<file path="src/rtl/scpu_core.sv">
module scpu_core #(
  parameter int          IMEM_WORDS     = 32,
  parameter int          DMEM_WORDS     = 16,
  parameter logic [31:0] REG_INIT_STEP  = 32'h1111_1111,
  parameter logic [31:0] DMEM_INIT_BASE = 32'hD000_0000
) (
  input  logic        clk,
  input  logic        rst,
  input  logic [4:0]  dbg_sel,
  output logic [31:0] dbg_pc,
  output logic [31:0] dbg_reg
);
  localparam int IAW = $clog2(IMEM_WORDS);
  localparam int DAW = $clog2(DMEM_WORDS);
  localparam logic [5:0] OP_R = 6'b000000, OP_LW = 6'b100011, OP_SW = 6'b101011,
                         OP_BEQ = 6'b000100, OP_J = 6'b000010;

  function automatic logic [31:0] rw(input logic [4:0] s, input logic [4:0] t,
                                     input logic [4:0] d, input logic [5:0] f);
    return {OP_R, s, t, d, 5'd0, f};
  endfunction
  function automatic logic [31:0] iw(input logic [5:0] o, input logic [4:0] s,
                                     input logic [4:0] t, input logic [15:0] im);
    return {o, s, t, im};
  endfunction
  function automatic logic [31:0] prog_word(input int k);
    case (k)
      0:  return rw(5'd3, 5'd5, 5'd16, 6'b100100);
      1:  return rw(5'd3, 5'd5, 5'd17, 6'b100101);
      2:  return rw(5'd3, 5'd5, 5'd18, 6'b100110);
      3:  return rw(5'd3, 5'd5, 5'd19, 6'b100111);
      4:  return rw(5'd3, 5'd5, 5'd20, 6'b100000);
      5:  return rw(5'd3, 5'd5, 5'd21, 6'b100010);
      6:  return rw(5'd8, 5'd1, 5'd22, 6'b101010);
      7:  return rw(5'd1, 5'd8, 5'd23, 6'b101010);
      8:  return iw(OP_LW, 5'd0, 5'd24, 16'd4);
      9:  return iw(OP_SW, 5'd0, 5'd20, 16'd8);
      10: return iw(OP_LW, 5'd0, 5'd25, 16'd8);
      11: return rw(5'd1, 5'd2, 5'd0, 6'b100000);
      12: return iw(6'b001000, 5'd0, 5'd26, 16'd1);
      13: return rw(5'd1, 5'd2, 5'd28, 6'b100001);
      14: return iw(OP_BEQ, 5'd1, 5'd2, 16'd5);
      15: return {OP_J, 26'd20};
      16, 17, 18, 19: return rw(5'd1, 5'd1, 5'd27, 6'b100000);
      20: return iw(OP_BEQ, 5'd0, 5'd0, -16'sd21);
      default: return 32'd0;
    endcase
  endfunction

  logic [31:0] pc;
  logic [31:0] imem [IMEM_WORDS];
  logic [31:0] rf   [32];
  logic [31:0] dmem [DMEM_WORDS];

  logic [31:0] instr;
  logic [5:0]  op, funct;
  logic [4:0]  rs, rt, rd;
  assign instr = imem[pc[IAW+1:2]];
  assign op    = instr[31:26];
  assign rs    = instr[25:21];
  assign rt    = instr[20:16];
  assign rd    = instr[15:11];
  assign funct = instr[5:0];

  logic [31:0] rs_val, rt_val;
  assign rs_val = (rs == 5'd0) ? 32'd0 : rf[rs];
  assign rt_val = (rt == 5'd0) ? 32'd0 : rf[rt];

  logic is_r, is_lw, is_sw, is_beq, is_j;
  assign is_r   = (op == OP_R);
  assign is_lw  = (op == OP_LW);
  assign is_sw  = (op == OP_SW);
  assign is_beq = (op == OP_BEQ);
  assign is_j   = (op == OP_J);

  logic [31:0] alu_y;
  logic        alu_ok;
  always_comb begin
    alu_ok = 1'b1;
    alu_y  = 32'd0;
    case (funct)
      6'b100100: alu_y = rs_val & rt_val;
      6'b100101: alu_y = rs_val | rt_val;
      6'b100110: alu_y = ~(rs_val | rt_val);
      6'b100111: alu_y = ~(rs_val & rt_val);
      6'b100000: alu_y = rs_val + rt_val;
      6'b100010: alu_y = rs_val - rt_val;
      6'b101010: alu_y = {31'd0, $signed(rs_val) < $signed(rt_val)};
      default:   alu_ok = 1'b0;
    endcase
  end

  logic [31:0] imm_sx, mem_addr, pc_plus4, br_tgt, next_pc;
  logic [DAW-1:0] didx;
  assign imm_sx   = {{16{instr[15]}}, instr[15:0]};
  assign mem_addr = rs_val + imm_sx;
  assign didx     = mem_addr[DAW+1:2];
  assign pc_plus4 = pc + 32'd4;
  assign br_tgt   = pc_plus4 + {imm_sx[29:0], 2'b00};
  assign next_pc  = is_j ? {pc_plus4[31:28], instr[25:0], 2'b00}
                  : (is_beq && rs_val == rt_val) ? br_tgt : pc_plus4;

  logic        wr_en;
  logic [4:0]  wr_dst;
  logic [31:0] wr_data;
  assign wr_en   = (is_r && alu_ok) || is_lw;
  assign wr_dst  = is_r ? rd : rt;
  assign wr_data = is_lw ? dmem[didx] : alu_y;

  always_ff @(posedge clk) begin
    if (rst) begin
      pc <= 32'd0;
      for (int i = 0; i < 32; i++) rf[i] <= 32'(i) * REG_INIT_STEP;
      for (int k = 0; k < DMEM_WORDS; k++) dmem[k] <= DMEM_INIT_BASE + 32'(k);
    end else begin
      pc <= next_pc;
      if (wr_en && wr_dst != 5'd0) rf[wr_dst] <= wr_data;
      if (is_sw) dmem[didx] <= rt_val;
    end
  end

  always_ff @(posedge clk)
    if (rst)
      for (int k = 0; k < IMEM_WORDS; k++) imem[k] <= prog_word(k);

  assign dbg_pc  = pc;
  assign dbg_reg = (dbg_sel == 5'd0) ? 32'd0 : rf[dbg_sel];

  a_r2_zero_reg: assert property (@(posedge clk) disable iff (rst) rf[0] == 32'd0);
  a_r5_pc_aligned: assert property (@(posedge clk) disable iff (rst) pc[1:0] == 2'b00);
  a_r8_unknown_op_advances: assert property (@(posedge clk) disable iff (rst)
    !(is_r || is_lw || is_sw || is_beq || is_j) |=> pc == $past(pc) + 32'd4);
  a_r7_jump_region: assert property (@(posedge clk) disable iff (rst)
    is_j |=> pc[31:28] == $past(pc_plus4[31:28]));
  a_r4_store_lands: assert property (@(posedge clk) disable iff (rst)
    is_sw |=> dmem[$past(didx)] == $past(rt_val));
  a_r6_beq_unequal: assert property (@(posedge clk) disable iff (rst)
    (is_beq && rs_val != rt_val) |=> pc == $past(pc) + 32'd4);
endmodule

</file>
<file path="config.mk">
export PLATFORM = sky130hd
export DESIGN_NAME = scpu_core
export DESIGN_NICKNAME = d
export VERILOG_FILES = /design/src/rtl/scpu_core.sv
export SDC_FILE = /design/constraint.sdc
export NUM_CORES = 2
export LEC_CHECK = 0
export ABC_CLOCK_PERIOD_IN_PS = 15600
export BUFFER_PORTS_ARGS = -buffer_cell sky130_fd_sc_hd__buf_2
export CAP_MARGIN = 20
export CELL_PAD_IN_SITES_DETAIL_PLACEMENT = 1
export CELL_PAD_IN_SITES_GLOBAL_PLACEMENT = 1
export CORE_ASPECT_RATIO = 1.75
export CORE_MARGIN = 8
export CORE_UTILIZATION = 56
export DETAILED_ROUTE_END_ITERATION = 16
export GPL_TIMING_DRIVEN = 0
export PLACE_DENSITY = 0.95
export SETUP_SLACK_MARGIN = 0.3
export SLEW_MARGIN = 15
export SYNTH_ARGS = -nofsm -noshare
export SYNTH_HDL_FRONTEND = slang
export SYNTH_SLANG_ARGS = --single-unit
</file>
<file path="constraint.sdc">
create_clock -name clk -period 15.6 [get_ports clk]
set_input_delay 3.12 -clock clk [delete_from_list [all_inputs] [get_ports clk]]
set_output_delay 3.12 -clock clk [all_outputs]
set_load 0.05 [all_outputs]
</file>
==> results of run 1 <==
-- cells in the mapped netlist (46+ instances only) --
cell,n
nand2_1,1571
edfxtp_1,1536
nand3_1,630
nor2_1,577
clkbuf_1,504
and2_1,452
mux4_2,320
a21oi_1,241
a311oi_1,162
ha_1,141
a211oi_1,135
inv_1,124
o21ai_0,112
buf_2,111
nand2b_1,110
o221ai_1,86
and3_1,85
o21a_1,81
mux2i_1,75
buf_1,70
a31oi_1,60
nor3_1,56
or4_1,46
-- layer usage --
layer  GRT usage [%]  overflow
met2            89.9       375
met5            12.9         0
met1            62.8         1
met3            42.3         4
met4            68.4       288
-- metrics by stage --
step / instance area [um2] / util [%] / std cells
after CTS: 97400 / 63.8 / 10919
after detailed placement: 92500 / 60.6 / 10653
after global placement: 91100 / 59.7 / 10577
after floorplan: 88300 / - / 8496
-- cell families after synthesis --
family	after synthesis	synth area share (%)
AO/OA/AOI/OAI	1202	10.1
XOR/XNOR	53	0.549
adder cells (fa/ha/maj)	144	2.12
buffers and inverters	823	3.81
flip-flops	1566	54.4
multiplexers	400	9.33
other	2	0.00874
AND/OR/NAND/NOR	3668	19.6
==> results.toml, run 1 <==
[logic_synthesis]
synth_area_leaders = "edfxtp_1 54%, mux4_2 8.4%, nand2_1 6.9%"
synth_top_area_share_pct = 53.7
async_reset_ff_share_pct = 0
ys_seq_area_share_pct = 54.4
syn_inst = 7858
yosysUniqueCellTypes = 93
synth_warnings = 0
syn_area_per_cell_um2 = 10.9
synth.largest_area_cell = "edfxtp_1"
synthFlopType = "edfxtp_1"
synth_area_um2 = 85900
synth_edf_count = 1536
ys_ff_latch = 1566

[outcome]
stop_stage = "global routing"
error_line = "[ERROR GRT-0116] Global routing finished with congestion. Check the congestion regions in the DRC Viewer."
status = "stopped before the end"

[clock_network]
cts_setup_buffers = 0
clockBufferDepth = 4
clkSinkCount = 1566
htreeDepth = 4
numCtsBuffers = 155
cts.hold.buffers_added = 0
cts_resized = 0
cts_root_buffer = "clkbuf_16"

[die]
start_util_pct = 56.3
die_y_um = 534
die_w_um = 312
num_rows = 190
ios = 71

[global_route]
grt_max_degree = 33
grt_pass1_vias = 93303
grt_pass1_wl_mm = 787
grt_use_total_pct = 65.6
grt.overflow.total = 668

[placement]
hpwl_mm = 354
finalWeightedCongestion = 1.18
pre_cts_slack_ns = 3.03
io_buffers = 65
==> run 2, diff against run 1 <==
Settings changed: CELL_PAD_IN_SITES_DETAIL_PLACEMENT 1 to not set, CELL_PAD_IN_SITES_GLOBAL_PLACEMENT 1 to not set, CORE_ASPECT_RATIO 1.75 to not set, CORE_UTILIZATION 56 to 40, PLACE_DENSITY 0.95 to not set, PLACE_DENSITY_LB_ADDON set to 0.15, SETUP_SLACK_MARGIN 0.3 to not set.
==> results.toml, run 2 <==
[outcome]
status = "finished, final reports clean"

[layout]
final_cells = 11813
regMostFlops = "rf"
syn2layout_area_growth_pct = 15.7
fin_nets = 8969
utilization_pct = 46.4
final_cell_mix = "1571 x nand2_1, 1536 x edfxtp_1, 640 x conb_1"
final_common_cell = "nand2_1"
largest_reg_flops = 1024
drive_above_1_share_pct = 11.1
stdcell_area_um2 = 99300

[logic_synthesis]
synth.largest_area_cell = "edfxtp_1"
yosysUniqueCellTypes = 93
synth_top_area_share_pct = 53.7
async_reset_ff_share_pct = 0
synth_area_leaders = "edfxtp_1 54%, mux4_2 8.4%, nand2_1 6.9%"
syn_area_per_cell_um2 = 10.9
synthFlopType = "edfxtp_1"
ys_ff_latch = 1566
synth_commonest_cells = "1571 x nand2_1, 1536 x edfxtp_1, 630 x nand3_1"
synth_area_um2 = 85900
syn_inst = 7858
synth_warnings = 0
synth_edf_count = 1536
synth_most_common_cell = "nand2_1"
ys_seq_area_share_pct = 54.4

[route]
dr_total_vias = 71624
ant_nets = 0
drt-pass1-iter-count = 6
wire_per_inst_um = 33.2
drt_wl_total_mm = 392
via_per_inst = 6.06
drt_iter0_markers = 10940
drc = 0

[global_route]
grt_use_total_pct = 32.8
grt_pass1_vias = 65878
grt_pass1_wl_mm = 530
grt.overflow.total = 0
grt_max_degree = 33
antenna_found_initial = 44

[placement]
finalWeightedCongestion = 1.12
io_buffers = 65
dp_cells = 11471
place_area_um2 = 93400
hpwl_mm = 299

[pwr]
p_per_area_nw_per_um2 = 120
pwr-share-seq_pct = 41.8
p_clk_share_pct = 35.8
leakage_nw = 36.3
intPower_mw = 8.00
switchingPower_mw = 3.93
vdd_drop_max_mv = 0.137
total_power_mw = 11.9
combPwrFrac_pct = 22.3
p_sw_share_pct = 32.9

[clock_network]
cts_setup_buffers = 0
htreeDepth = 4
clockBufferDepth = 3
clkSinkCount = 1566
clkLatencyLatePin_ns = 0.87
cts.hold.buffers_added = 0
cts_tree = "yes"
clkTransAtPathRegs_ns = 0.06
numCtsBuffers = 175
cts_root_buffer = "clkbuf_16"
cts_resized = 0

[timing]
slew_viol_final = 0
finalHoldViolCount = 0
fmax_ghz = 0.0756
period_share_pct = 84.8
tightest_slew_ns = 1.34
skew_ns = 0.0677
setup_tns_ns = 0
slew_headroom_pct = 10.3
setup-violations-final = 0
rsz0062_at_grt = "false"
fin_crit_ns = 13.24

[die]
die_area_um2 = 230000
ios = 71
num_rows = 170
die_y_um = 479
start_util_pct = 40.1
core_um2 = 214000
die_w_um = 479

[hold_path]
hold_start = "dbg_pc[14]$_SDFF_PP0_"
holdCritPathClass = "reg -> reg"

[critical_path]
worstPathMaxFanout = 11
crit_start = "dbg_pc[2]$_SDFF_PP0_"
end_kind = "register"
slowest_stage = "a221oi_1"
critPathKind = "reg -> reg"
max_stage_delay_ns = 0.93
arrival_ns = 13.93
cp-start-kind = "register"
cp.required_ns = 16.30
r2r-start = "dbg_pc[2]$_SDFF_PP0_"

[job]
cap_violations = 0
-- run 2: cell counts after synthesis --
Identical to the previous run, type by type.
-- run 2: layer usage --
layer  share of wire [%]  GRT usage (%)
met5               0.049              0
met4                 6.9           18.5
met3                  13           9.74
met2                  42           47.9
met1                  38           43.6
-- run 2: worst paths after layout --
path,endpoint,slack (ns),cells past startpoint
worst max-delay path,rf[17][27]$_SDFFCE_PN0P_,2.36,30
worst min-delay path,dbg_pc[14]$_SDFF_PP0_,0.65,3
worst max register to register,rf[17][27]$_SDFFCE_PN0P_,2.36,30
worst min register to register,dbg_pc[14]$_SDFF_PP0_,0.65,3
-- run 2: power groups by stage --
stage          sequential [mW]  combinational [mW]  clock (mW)
2_1_floorplan             5.02                1.35           0
3_3_place_gp              5.06                2.46           0
3_5_place_dp              5.07                2.54           0
4_1_cts                   4.98                2.55        4.29
5_1_grt                   5.01                2.71        4.44
6_report                  4.99                2.67        4.27
-- run 2: cell families (layout without fill, tap and decap cells) --
| group | after synthesis | in the layout | synth area share (%) |
|---|---|---|---|
| and+or+nand+nor | 3668 | 3668 | 19.6 |
| DFF | 1566 | 1566 | 54.4 |
| AOI/OAI and AO/OA | 1202 | 1202 | 10.1 |
| buffers and inverters | 823 | 1289 | 3.81 |
| muxes | 400 | 400 | 9.33 |
| adders and majority gates | 144 | 144 | 2.12 |
| xor gates and xnor gates | 53 | 53 | 0.549 |
| other | 2 | 653 | 0.00874 |
-- run 2: cell type report --
cell class                      instances  area, um2
Antenna cell                           13       32.5
Buffer                                695       2830
Clock buffer                          220       4640
Clock inverter                        101       1120
Fill cell                           19919     115000
Inverter                              128        480
Multi-Input combinational cell       6107      38500
Sequential cell                      1566      46700
Tap cell                             2838       3550
Timing Repair Buffer                  145       1430
-- run 2: metrics by stage --
stage | hold WS, ns | setup WS, ns
3_3_place_gp | 0.633 | 1.58
6_report | 0.653 | 2.36
4_1_cts | 0.655 | 3.14
2_1_floorplan | 0.723 | 6.83
3_5_place_dp | 0.648 | 3.21
5_1_grt | 0.678 | 2.77
-- run 2: worst max-delay path, delay by kind of cell, from the launching register on --
| family | cells | cell delay, ns |
|---|---|---|
| mux | 1 | 0.26 |
| compound gates | 11 | 5.45 |
| buf+inv | 9 | 4.03 |
| simple gates | 7 | 1.93 |
| flops | 1 | 0.65 |
| fa+ha+maj | 2 | 0.69 |
Power figures use the tool's default switching activity.
